==> src/rtl/cyc_timer_pkg.sv <==
package cyc_timer_pkg;

  typedef enum logic [1:0] {
    RATE_1HZ  = 2'b00,
    RATE_6HZ  = 2'b01,
    RATE_8HZ  = 2'b10,
    RATE_10HZ = 2'b11
  } rate_e;

  // Period in reference clocks for a rate code.
  function automatic logic [31:0] period_of(input logic [1:0] sel,
                                            input logic [31:0] p1,
                                            input logic [31:0] p6,
                                            input logic [31:0] p8,
                                            input logic [31:0] p10);
    case (rate_e'(sel))
      RATE_1HZ: period_of = p1;
      RATE_6HZ: period_of = p6;
      RATE_8HZ: period_of = p8;
      default:  period_of = p10;
    endcase
  endfunction

  function automatic int unsigned max4(input int unsigned a, input int unsigned b,
                                       input int unsigned c, input int unsigned d);
    int unsigned m;
    m = a;
    if (b > m) m = b;
    if (c > m) m = c;
    if (d > m) m = d;
    return m;
  endfunction

  // Interrupt-slip decision for one cycle start.
  function automatic logic slip_event(input logic start, input logic pending,
                                      input logic ack);
    return start && pending && !ack;
  endfunction

endpackage

==> src/rtl/cyc_period_gen.sv <==
module cyc_period_gen
  import cyc_timer_pkg::*;
#(
  parameter int unsigned P1HZ  = 5000000,
  parameter int unsigned P6HZ  = 833333,
  parameter int unsigned P8HZ  = 625000,
  parameter int unsigned P10HZ = 500000,
  parameter int unsigned CNT_W = 23
) (
  input  logic             clk,
  input  logic             rst_n,
  input  logic             sw_rst,
  input  logic [1:0]       rate_sel,
  input  logic             pps_en,
  input  logic             pps_in,
  output logic [CNT_W-1:0] cnt_o,
  output logic             start_o,
  output logic             tz_o,
  output logic             pps_hit_o
);

  logic [2:0]       pps_sync_q;
  logic [CNT_W-1:0] cnt_q;
  logic             tz_q;
  logic [31:0]      cur_period;
  logic             wrap;
  logic             pps_edge;

  // Two synchroniser flops plus one history flop for edge detection.
  always_ff @(posedge clk or negedge rst_n) begin
    if (!rst_n) pps_sync_q <= '0;
    else        pps_sync_q <= {pps_sync_q[1:0], pps_in};
  end

  assign pps_edge   = pps_sync_q[1] && !pps_sync_q[2];
  assign pps_hit_o  = pps_en && pps_edge;
  assign cur_period = period_of(rate_sel, P1HZ, P6HZ, P8HZ, P10HZ);
  assign wrap       = (32'(cnt_q) + 32'd1) >= cur_period;
  assign start_o    = wrap || pps_hit_o;

  always_ff @(posedge clk or negedge rst_n) begin
    if (!rst_n) begin
      cnt_q <= '0;
      tz_q  <= 1'b0;
    end else if (sw_rst) begin
      cnt_q <= '0;
      tz_q  <= 1'b0;
    end else begin
      cnt_q <= start_o ? '0 : cnt_q + 1'b1;
      tz_q  <= start_o;
    end
  end

  assign cnt_o = cnt_q;
  assign tz_o  = tz_q;


  pps_restart_chk: assert property (@(posedge clk) disable iff (!rst_n || sw_rst)
    pps_hit_o |=> (cnt_q == '0) && tz_q);


  pps_ignored_chk: assert property (@(posedge clk) disable iff (!rst_n || sw_rst)
    (!pps_en && !wrap) |=> (cnt_q != '0) && !tz_q);


  wrap_next_chk: assert property (@(posedge clk) disable iff (!rst_n || sw_rst)
    ((32'(cnt_q) + 32'd1) > cur_period) |=> tz_q);

endmodule

==> src/rtl/cyc_pulse_gen.sv <==
module cyc_pulse_gen #(
  parameter int unsigned CNT_W   = 23,
  parameter int unsigned IRQ_W   = 32,
  parameter int unsigned CRST_AT = 8,
  parameter int unsigned CRST_W  = 4
) (
  input  logic             clk,
  input  logic             rst_n,
  input  logic             sw_rst,
  input  logic             start_i,
  input  logic             tz_i,
  input  logic [CNT_W-1:0] cnt_i,
  output logic             irq_o,
  output logic             crst_o
);

  localparam int unsigned IRQ_CW   = $clog2(IRQ_W + 1);
  localparam int unsigned CRST_END = CRST_AT + CRST_W;

  logic [IRQ_CW-1:0] irq_left_q;

  always_ff @(posedge clk or negedge rst_n) begin
    if (!rst_n)                 irq_left_q <= '0;
    else if (sw_rst)            irq_left_q <= '0;
    else if (start_i)           irq_left_q <= IRQ_CW'(IRQ_W);
    else if (irq_left_q != '0)  irq_left_q <= irq_left_q - 1'b1;
  end

  assign irq_o  = (irq_left_q != '0);
  assign crst_o = (32'(cnt_i) >= CRST_AT) && (32'(cnt_i) < CRST_END);


  irq_start_chk: assert property (@(posedge clk) disable iff (!rst_n || sw_rst)
    $rose(irq_o) |-> tz_i);


  irq_at_tz_chk: assert property (@(posedge clk) disable iff (!rst_n || sw_rst)
    tz_i |-> irq_o);


  crst_clear_of_tz_chk: assert property (@(posedge clk) disable iff (!rst_n || sw_rst)
    crst_o |-> !tz_i);

endmodule

==> src/rtl/cyc_slip_tof.sv <==
module cyc_slip_tof
  import cyc_timer_pkg::*;
(
  input  logic clk,
  input  logic rst_n,
  input  logic sw_rst,
  input  logic start_i,
  input  logic ack_i,
  input  logic stat_rd_i,
  input  logic crst_i,
  input  logic en_hi_i,
  input  logic en_lo_i,
  output logic slip_o,
  output logic tof_rst_o
);

  logic pending_q;
  logic slip_q;
  logic slip_set;

  assign slip_set = slip_event(start_i, pending_q, ack_i);

  always_ff @(posedge clk or negedge rst_n) begin
    if (!rst_n) begin
      pending_q <= 1'b0;
      slip_q    <= 1'b0;
    end else if (sw_rst) begin
      pending_q <= 1'b0;
      slip_q    <= 1'b0;
    end else begin
      if (start_i)    pending_q <= 1'b1;
      else if (ack_i) pending_q <= 1'b0;
      if (slip_set)       slip_q <= 1'b1;
      else if (stat_rd_i) slip_q <= 1'b0;
    end
  end

  assign slip_o    = slip_q;
  assign tof_rst_o = !rst_n || sw_rst || (crst_i && en_hi_i && en_lo_i);


  slip_set_chk: assert property (@(posedge clk) disable iff (!rst_n || sw_rst)
    (start_i && pending_q && !ack_i) |=> slip_q);


  slip_hold_chk: assert property (@(posedge clk) disable iff (!rst_n || sw_rst)
    (slip_q && !stat_rd_i) |=> slip_q);


  tof_gate_chk: assert property (@(posedge clk) disable iff (!rst_n || sw_rst)
    (crst_i && !(en_hi_i && en_lo_i)) |-> !tof_rst_o);

endmodule

==> src/rtl/cyc_timer.sv <==
module cyc_timer
  import cyc_timer_pkg::*;
#(
  parameter int unsigned P1HZ     = 5000000,
  parameter int unsigned P6HZ     = 833333,
  parameter int unsigned P8HZ     = 625000,
  parameter int unsigned P10HZ    = 500000,
  parameter int unsigned IRQ_W    = 32,
  parameter int unsigned CRST_AT  = 8,
  parameter int unsigned CRST_W   = 4,
  parameter int unsigned COARSE_W = 21
) (
  input  logic                clk,
  input  logic                rst_n,
  input  logic                sw_rst,
  input  logic [1:0]          rate_sel,
  input  logic                pps_en,
  input  logic                pps_in,
  input  logic                cr_en_hi,
  input  logic                cr_en_lo,
  input  logic                irq_ack,
  input  logic                stat_rd,
  output logic                tz_o,
  output logic                cycle_rst_o,
  output logic                irq_o,
  output logic [COARSE_W-1:0] coarse_o,
  output logic                tof_rst_o,
  output logic                slip_o
);

  localparam int unsigned PMAX  = max4(P1HZ, P6HZ, P8HZ, P10HZ);
  localparam int unsigned CNT_W = $clog2(PMAX);

  logic [CNT_W-1:0]    cnt;
  logic                start;
  logic                pps_hit;
  logic [COARSE_W-1:0] coarse_q;
  logic                coarse_full;

  cyc_period_gen #(
    .P1HZ(P1HZ), .P6HZ(P6HZ), .P8HZ(P8HZ), .P10HZ(P10HZ), .CNT_W(CNT_W)
  ) u_period (
    .clk(clk), .rst_n(rst_n), .sw_rst(sw_rst), .rate_sel(rate_sel),
    .pps_en(pps_en), .pps_in(pps_in), .cnt_o(cnt), .start_o(start),
    .tz_o(tz_o), .pps_hit_o(pps_hit)
  );

  cyc_pulse_gen #(
    .CNT_W(CNT_W), .IRQ_W(IRQ_W), .CRST_AT(CRST_AT), .CRST_W(CRST_W)
  ) u_pulse (
    .clk(clk), .rst_n(rst_n), .sw_rst(sw_rst), .start_i(start), .tz_i(tz_o),
    .cnt_i(cnt), .irq_o(irq_o), .crst_o(cycle_rst_o)
  );

  cyc_slip_tof u_slip (
    .clk(clk), .rst_n(rst_n), .sw_rst(sw_rst), .start_i(start),
    .ack_i(irq_ack), .stat_rd_i(stat_rd), .crst_i(cycle_rst_o),
    .en_hi_i(cr_en_hi), .en_lo_i(cr_en_lo), .slip_o(slip_o),
    .tof_rst_o(tof_rst_o)
  );

  // Coarse time: one count per reference clock, held at full scale.
  assign coarse_full = &coarse_q;

  always_ff @(posedge clk or negedge rst_n) begin
    if (!rst_n)            coarse_q <= '0;
    else if (sw_rst)       coarse_q <= '0;
    else if (start)        coarse_q <= '0;
    else if (!coarse_full) coarse_q <= coarse_q + 1'b1;
  end

  assign coarse_o = coarse_q;


  coarse_zero_chk: assert property (@(posedge clk) disable iff (!rst_n || sw_rst)
    tz_o |-> (coarse_o == '0));


  coarse_sat_chk: assert property (@(posedge clk) disable iff (!rst_n || sw_rst)
    (coarse_full && !start) |=> coarse_full);


  pps_tz_chk: assert property (@(posedge clk) disable iff (!rst_n || sw_rst)
    pps_hit |=> tz_o);

endmodule

==> config.mk <==
export PLATFORM = sky130hd
export DESIGN_NAME = cyc_timer
export DESIGN_NICKNAME = d
export VERILOG_FILES = /design/src/rtl/cyc_timer_pkg.sv /design/src/rtl/cyc_period_gen.sv /design/src/rtl/cyc_pulse_gen.sv /design/src/rtl/cyc_slip_tof.sv /design/src/rtl/cyc_timer.sv
export SDC_FILE = /design/constraint.sdc
export NUM_CORES = 1
export LEC_CHECK = 0
export ABC_AREA = 0
export BUFFER_PORTS_ARGS = -buffer_cell sky130_fd_sc_hd__buf_2
export CAP_MARGIN = 20
export CORE_MARGIN = 4
export CORE_UTILIZATION = 50
export DETAILED_ROUTE_END_ITERATION = 8
export PLACE_DENSITY = 0.81
export SYNTH_ARGS = -nofsm -noshare
export SYNTH_HDL_FRONTEND = slang
export SYNTH_SLANG_ARGS = --single-unit
==> constraint.sdc <==
create_clock -name clk -period 3.5 [get_ports clk]
set_input_delay 0.525 -clock clk [delete_from_list [all_inputs] [get_ports clk]]
set_output_delay 0.525 -clock clk [all_outputs]
set_load 0.03 [all_outputs]
==> results.py, run 1 <==
metrics = {
    "status": {
        "status": "finished clean",
    },
    "grt": {
        "antenna_found_initial": 0,
        "grt_use_met1_pct": 25.7,
        "use_met2_pct": 31.1,
        "grt_pass1_wl_mm": 11.8,
        "overflow": 0,
        "grtUsageTotal_pct": 18.7,
        "gr-usage-met3_pct": 3.23,
        "grt_max_degree": 55,
        "grt_pass1_vias": 2524,
        "grt_busiest_layer": "met2",
    },
    "power_and_ir_drop": {
        "total_power_uw": 1390,
        "p_leak_uw": 0.00176,
        "powerDensity_nw_per_um2": 375,
        "max-vdd-ir-drop_v": 0.000345,
    },
    "sta": {
        "maxClockFrequency_ghz": 0.306,
        "finalCriticalPeriod_ps": 3270,
        "tightest_slew_ps": 673,
        "slew_viol_final": 0,
        "setup_viol": 0,
        "worst_slack_ps": 234,
        "period_share_pct": 93.3,
        "rsz0062_at_grt": "false",
        "skew_ps": 16.1,
        "slew_headroom_pct": 55.1,
        "hold_viol_final": 0,
    },
    "routing": {
        "drtIter0Drc": 159,
        "wl_per_cell_um": 15.3,
        "route.detailed.drc": 0,
        "vias": 2648,
        "drt_wl_total_mm": 7.03,
        "ant_nets": 0,
        "vias_per_cell": 5.76,
        "firstDrtPassIters": 4,
    },
    "final_layout": {
        "fin_nets": 414,
        "fillerInstances": 526,
        "seq_area_um2": 1400,
        "antenna_cells": 0,
        "drive_gt1_share_pct": 17.8,
        "multi_input_area_um2": 1800,
        "syn_to_final_growth_pct": 12.8,
    },
    "die": {
        "die_w_um": 88.9,
        "core_area_um2": 6350,
        "dieArea_um2": 7910,
        "io_pins": 37,
        "die_h_um": 88.9,
        "start_util_pct": 51.6,
        "rows": 29,
    },
    "yosys": {
        "synth_edf_count": 0,
        "synth_cell_types": 46,
        "synthArstFlopShare_pct": 100,
        "ys_warn_count": 0,
        "ys_seq_area_share_pct": 42.8,
        "ys_seq_elements": 56,
        "postSynthNetCount": 374,
        "synthCells": 342,
        "syn_area_per_cell_um2": 9.58,
        "synth-main-ff-cell": "dfrtp_1",
        "syn-cell-area_um2": 3280,
    },
    "placed_design": {
        "portBuffers": 36,
        "post-place-ws_ps": -71.9,
        "gp_routability_congestion": 0.907,
        "dp_hpwl_mm": 5.23,
    },
    "clock_network": {
        "clk_latency_ps": 320,
        "numClockSinks": 56,
        "cts.path.max_buffers": 2,
        "cts_buffers": 5,
        "path_clk_slew_ps": 100,
        "root_buffer": "clkbuf_8",
        "htreeDepth": 2,
        "tritoncts": "done",
    },
    "worst_hold_path": {
        "holdCritStartpoint": "pps_in",
        "hold_depth": 1,
        "hp-class": "input port to flop",
        "min_to": "u_period.pps_sync_q[0]$_DFF_PN0_",
    },
    "worst_setup_path": {
        "cp-end-kind": "flop",
        "crit_type": "flop to flop",
        "reg2reg_slack_ps": 230,
        "cp_max_fo": 47,
        "start_kind": "flop",
        "reg2reg_from": "u_period.cnt_o[0]$_DFF_PN0_",
        "crit_required_ps": 3740,
        "cp_data_arrival_time_ps": 3510,
        "worstRegToRegCells": 13,
        "reg2reg_to": "coarse_o[2]$_DFFE_PN0P_",
    },
    "job": {
        "drv_cap": 0,
    },
}
==> cell type report <==
| type | instances | share of cell area, % |
|---|---|---|
| multi-input cells | 262 | 48.7 |
| flip-flops and latches | 56 | 38.0 |
| repair buffers | 44 | 6.91 |
| well taps | 77 | 2.61 |
| clock buffers | 5 | 1.86 |
| inverters | 13 | 1.32 |
| clock inverters | 3 | 0.576 |
==> kinds of logic after synthesis <==
family          after synthesis  share of synthesized area, %
simple gates                165                          26.7
flops                        56                          42.8
xor+xnor                     40                          10.7
compound gates               34                          7.33
buf+inv                      24                          3.82
fa+ha+maj                    21                          8.02
mux                           2                         0.649
==> worst max-delay path: stages (launching register included) <==
cell and delay, ps:
dfrtp_1 440, ha_1 240, and4_4 250, and3_2 270, nand3_1 110, xnor2_1 220, ha_1 290, nand2_1 70
o21ai_0 90, a2111oi_2 410, nor3b_4 280, a31oi_4 110, buf_12 210, nor3_2 180
==> power by group <==
| part | internal (uW) | switching (uW) | total [uW] |
|---|---|---|---|
| logic | 116 | 185 | 301 |
| registers | 686 | 37.3 | 723 |
| clock network | 143 | 219 | 361 |
| total | 945 | 441 | 1390 |
==> per-layer routing <==
layer  wire length, um  up-vias
met2              3560       64
met5                 0        -
met3               331        9
li1                  -     1267
met1              3060     1308
met4                80        0
==> sequential cells by signal, indices dropped and copies added, names as in the netlist <==
register	count
coarse_o	21
u_pulse.irq_left_q	6
u_period.pps_sync_q	3
u_period.cnt_o	23
u_slip.slip_o	1
u_period.tz_o	1
u_slip.pending_q	1
==> metrics by stage <==
| step | TNS, ps | area (um2) | cells | hold slack, ps | utilization (%) |
|---|---|---|---|---|---|
| final | 0 | 3690 | 460 | 332 | 58.2 |
| after global routing | 0 | 3690 | 460 | 311 | 58.2 |
| after CTS | 0 | 3640 | 457 | 319 | 57.3 |
| after detailed placement | -446 | 3530 | 448 | 336 | 55.6 |
| after global placement | 0 | 3530 | 448 | 341 | 55.6 |
| after floorplan | 0 | 3280 | 342 | 229 | - |
==> what timing repair did <==
item                                    CTS  global route
buffers inserted                          0             3
resized for setup                         2             7
pin swaps                                 0             1
hold buffers                              1             0
hold endpoints to repair                  2             0
endpoints found under the setup margin   47            47
==> placed cells by master, fill, tap and decap left out, drive strengths merged, types with 3 or more instances in the layout <==
cell	instances
a31oi	3
dfrtp	56
a21oi	9
nand4	13
ha	21
inv	14
nor2	45
nor3	9
nor4	4
nor2b	21
nor3b	4
and4	7
xnor2	24
clkbuf	5
o21ai	4
nand2	23
or3	4
buf	43
xor2	16
and3	7
and2	4
nand2b	3
a211oi	5
nand3	17
==> cell usage after synthesis, types with 2 or more instances <==
cell type,number,area share [%]
a31o_2,2,0.53
and4_1,6,1.6
o21ai_0,3,0.46
nand2b_1,3,0.57
nor3b_1,4,0.92
nor4_1,3,0.57
ha_1,21,8.0
clkbuf_1,5,0.57
a21oi_1,9,1.4
nand3_1,17,2.6
xor2_1,16,4.3
nand2_1,23,2.6
and3_1,7,1.3
and2_1,4,0.76
dfrtp_1,56,43
or3_1,4,0.76
nand4_1,13,2.5
a31oi_1,3,0.57
inv_1,13,1.5
nor2b_1,21,4.0
nor2_1,45,5.2
a311o_1,2,0.61
xnor2_1,24,6.4
o21bai_1,2,0.46
a211oi_1,4,0.92
nor4b_1,2,0.53
nor3_1,8,1.2
buf_6,4,1.4
==> worst max-delay path by stage <==
stage	end	cells after the start	slack (ps)	startpoint
finish	coarse_o[2]$_DFFE_PN0P_	13	230	u_period.cnt_o[0]$_DFF_PN0_
global route	u_pulse.irq_left_q[1]$_DFFE_PN0P_	13	6	u_period.cnt_o[0]$_DFF_PN0_
CTS	coarse_o[2]$_DFFE_PN0P_	13	30	u_period.cnt_o[0]$_DFF_PN0_
detailed placement	coarse_o[2]$_DFFE_PN0P_	13	-70	u_period.cnt_o[0]$_DFF_PN0_
global placement	coarse_o[2]$_DFFE_PN0P_	13	30	u_period.cnt_o[0]$_DFF_PN0_
floorplan	coarse_o[2]$_DFFE_PN0P_	15	500	u_period.cnt_o[0]$_DFF_PN0_
Note: power is estimated with default switching activity, not from simulation.
==> run 2, diff against run 1 <==
REMOVE_ABC_BUFFERS = 1   (was unset)
==> run 2 against run 1 <==
Effect of this change:
- count of clock-buffer cells in the layout did not move
- register-to-register slack got worse by 60 ps
- critical endpoint unchanged
- largest cell class unchanged
- sequential cell count did not move
- sequential share of layout area rose by 0.098 points
- clock power rose by 1%
- sequential power fell by 0.6%
- clock skew fell by 11 ps
- critical path type unchanged
==> results.py, run 2 (synthesis results as in run 1) <==
metrics = {
    "status": {
        "status": "finished clean",
    },
    "final_layout": {
        "final_cell_mix": "dfrtp_1 (54), nor2_1 (44), buf_2 (36), xnor2_1 (24), nand2_1 (23)",
        "antenna_cells": 0,
        "fin_util_pct": 58.1,
        "fillerInstances": 553,
        "fin_nets": 416,
        "final_cells": 462,
        "final_common_cell": "dfrtp_1",
        "drive_gt1_share_pct": 18.2,
        "syn_to_final_growth_pct": 12.6,
        "largest_register_ffs": 23,
    },
    "die": {
        "io_pins": 37,
        "die_w_um": 88.9,
        "rows": 29,
        "start_util_pct": 51.6,
        "dieArea_um2": 7910,
        "core_area_um2": 6350,
        "die_h_um": 88.9,
    },
    "power_and_ir_drop": {
        "max-vdd-ir-drop_v": 0.000290,
        "switchingPower_uw": 434,
        "comb_power_share_pct": 21.6,
        "p_leak_uw": 0.00175,
        "clockPowerShare_pct": 26.4,
        "powerDensity_nw_per_um2": 375,
        "p_sw_share_pct": 31.4,
        "power_frac_seq_pct": 52.0,
        "p_int_uw": 948,
    },
    "sta": {
        "skew_ps": 5.03,
        "finalCriticalPeriod_ps": 3330,
        "hold_viol_final": 0,
        "tns_ps": 0,
        "tightest_slew_ps": 685,
        "period_share_pct": 95.1,
        "maxClockFrequency_ghz": 0.300,
        "whs_ps": 322,
        "slew_headroom_pct": 54.4,
        "rsz0062_at_grt": "false",
        "slew_viol_final": 0,
        "setup_viol": 0,
    },
    "clock_network": {
        "path_clk_slew_ps": 100,
        "cts_buffers": 5,
        "numClockSinks": 56,
        "tritoncts": "done",
        "htreeDepth": 2,
        "cts.path.max_buffers": 2,
        "clk_latency_ps": 320,
        "root_buffer": "clkbuf_8",
    },
    "worst_setup_path": {
        "start_kind": "flop",
        "cp_max_fo": 37,
        "crit_family": "simple AND/OR/NAND/NOR gates",
        "reg2reg_slack_ps": 170,
        "crit_required_ps": 3750,
        "cp-end-kind": "flop",
        "crit_buf_inv": 1,
        "slowest_delay_ps": 420,
        "cp_data_arrival_time_ps": 3570,
        "crit_top_cell": "ha_1",
        "crit_type": "flop to flop",
        "crit_chain": "ha_1 -> and4_4 -> and3_2 -> nand2b_1 -> xnor2_1 -> ha_1 -> nand4_1 -> a211oi_1 -> a2111oi_2 -> nor3b_2 -> a31oi_4 -> buf_12 -> nor3_2",
        "slowest_stage": "dfrtp_2",
    },
    "routing": {
        "firstDrtPassIters": 4,
        "ant_nets": 0,
        "drt_wl_total_mm": 6.91,
        "vias_per_cell": 5.59,
        "vias": 2583,
        "wl_per_cell_um": 14.9,
        "route.detailed.drc": 0,
        "drtIter0Drc": 165,
    },
    "job": {
        "drv_cap": 0,
    },
    "placed_design": {
        "dp_cells": 453,
        "gp_routability_congestion": 0.874,
        "dp_hpwl_mm": 5.29,
        "portBuffers": 36,
    },
    "grt": {
        "grt_max_degree": 57,
        "grt_pass1_wl_mm": 11.6,
        "antenna_found_initial": 0,
        "grtUsageTotal_pct": 18.8,
        "grt_pass1_vias": 2564,
        "overflow": 0,
    },
    "worst_hold_path": {
        "hp-class": "input port to flop",
    },
}
run 2: cell types whose count changed in the layout (fill, tap and decap cells not counted):
cell           delta
buf_4             +3
xnor2_1           +2
xnor2_2           -2
clkinv_4          +1
clkinvlp_4        -1
dfrtp_1           -1
dfrtp_2           +1
dlygate4sd3_1     -1
nor3b_2           +1
nor3b_4           -1
run 2: power by group through the flow:
| stage | logic [uW] | clock network [uW] | registers [uW] |
|---|---|---|---|
| floorplan | 208 | 0 | 734 |
| finish | 299 | 365 | 719 |
| global placement | 291 | 0 | 728 |
| detailed placement | 302 | 0 | 731 |
| CTS | 304 | 373 | 718 |
| global route | 339 | 395 | 727 |
run 2: path summary, 6_finish.rpt:
path / start / end / cells after the start
setup / recovery: u_period.cnt_o[0]$_DFF_PN0_ / coarse_o[2]$_DFFE_PN0P_ / 13
hold / removal: pps_in / u_period.pps_sync_q[0]$_DFF_PN0_ / 1
setup reg to reg: u_period.cnt_o[0]$_DFF_PN0_ / coarse_o[2]$_DFFE_PN0P_ / 13
hold reg to reg: u_period.pps_sync_q[0]$_DFF_PN0_ / u_period.pps_sync_q[1]$_DFF_PN0_ / 0
max in group asynchronous: rst_n / u_period.cnt_o[0]$_DFF_PN0_ / 2
min in group asynchronous: rst_n / u_period.cnt_o[11]$_DFF_PN0_ / 2
run 2: final cells by class:
| type | count | area [um2] | share of cell area [%] |
|---|---|---|---|
| multi-input combinational | 262 | 1780 | 48.3 |
| sequential | 56 | 1400 | 38.1 |
| timing repair buffer | 46 | 268 | 7.26 |
| tap | 77 | 96.3 | 2.61 |
| clock buffer | 5 | 68.8 | 1.87 |
| inverter | 13 | 48.8 | 1.32 |
| clock inverter | 3 | 22.5 | 0.611 |
run 2: metrics by stage:
step / setup slack [ps] / power, uW / area (um2)
floorplan: -879 / 941 / 3200
global placement: 51.6 / 1020 / 3570
detailed placement: -109 / 1030 / 3570
CTS: 10.7 / 1400 / 3670
global route: 9.56 / 1460 / 3690
finish: 172 / 1380 / 3690
run 2: layer usage:
| layer | vias up | part of all wire [%] | wire (um) | track usage (%) |
|---|---|---|---|---|
| met5 | - | 0 | 0 | 0 |
| met4 | 0 | 1.7 | 116 | 7.58 |
| met3 | 10 | 4.5 | 312 | 2.49 |
| met2 | 62 | 51 | 3490 | 31.8 |
| met1 | 1233 | 43 | 2980 | 24.6 |
| li1 | 1278 | - | - | - |
run 2: repair_timing:
item / CTS / global route
pin swaps: 0 / 1
resized for setup: 2 / 5
endpoints found under the setup margin: 47 / 47
endpoints found under the hold margin: 0 / 0
hold buffers: 0 / 0
buffers inserted: 0 / 1
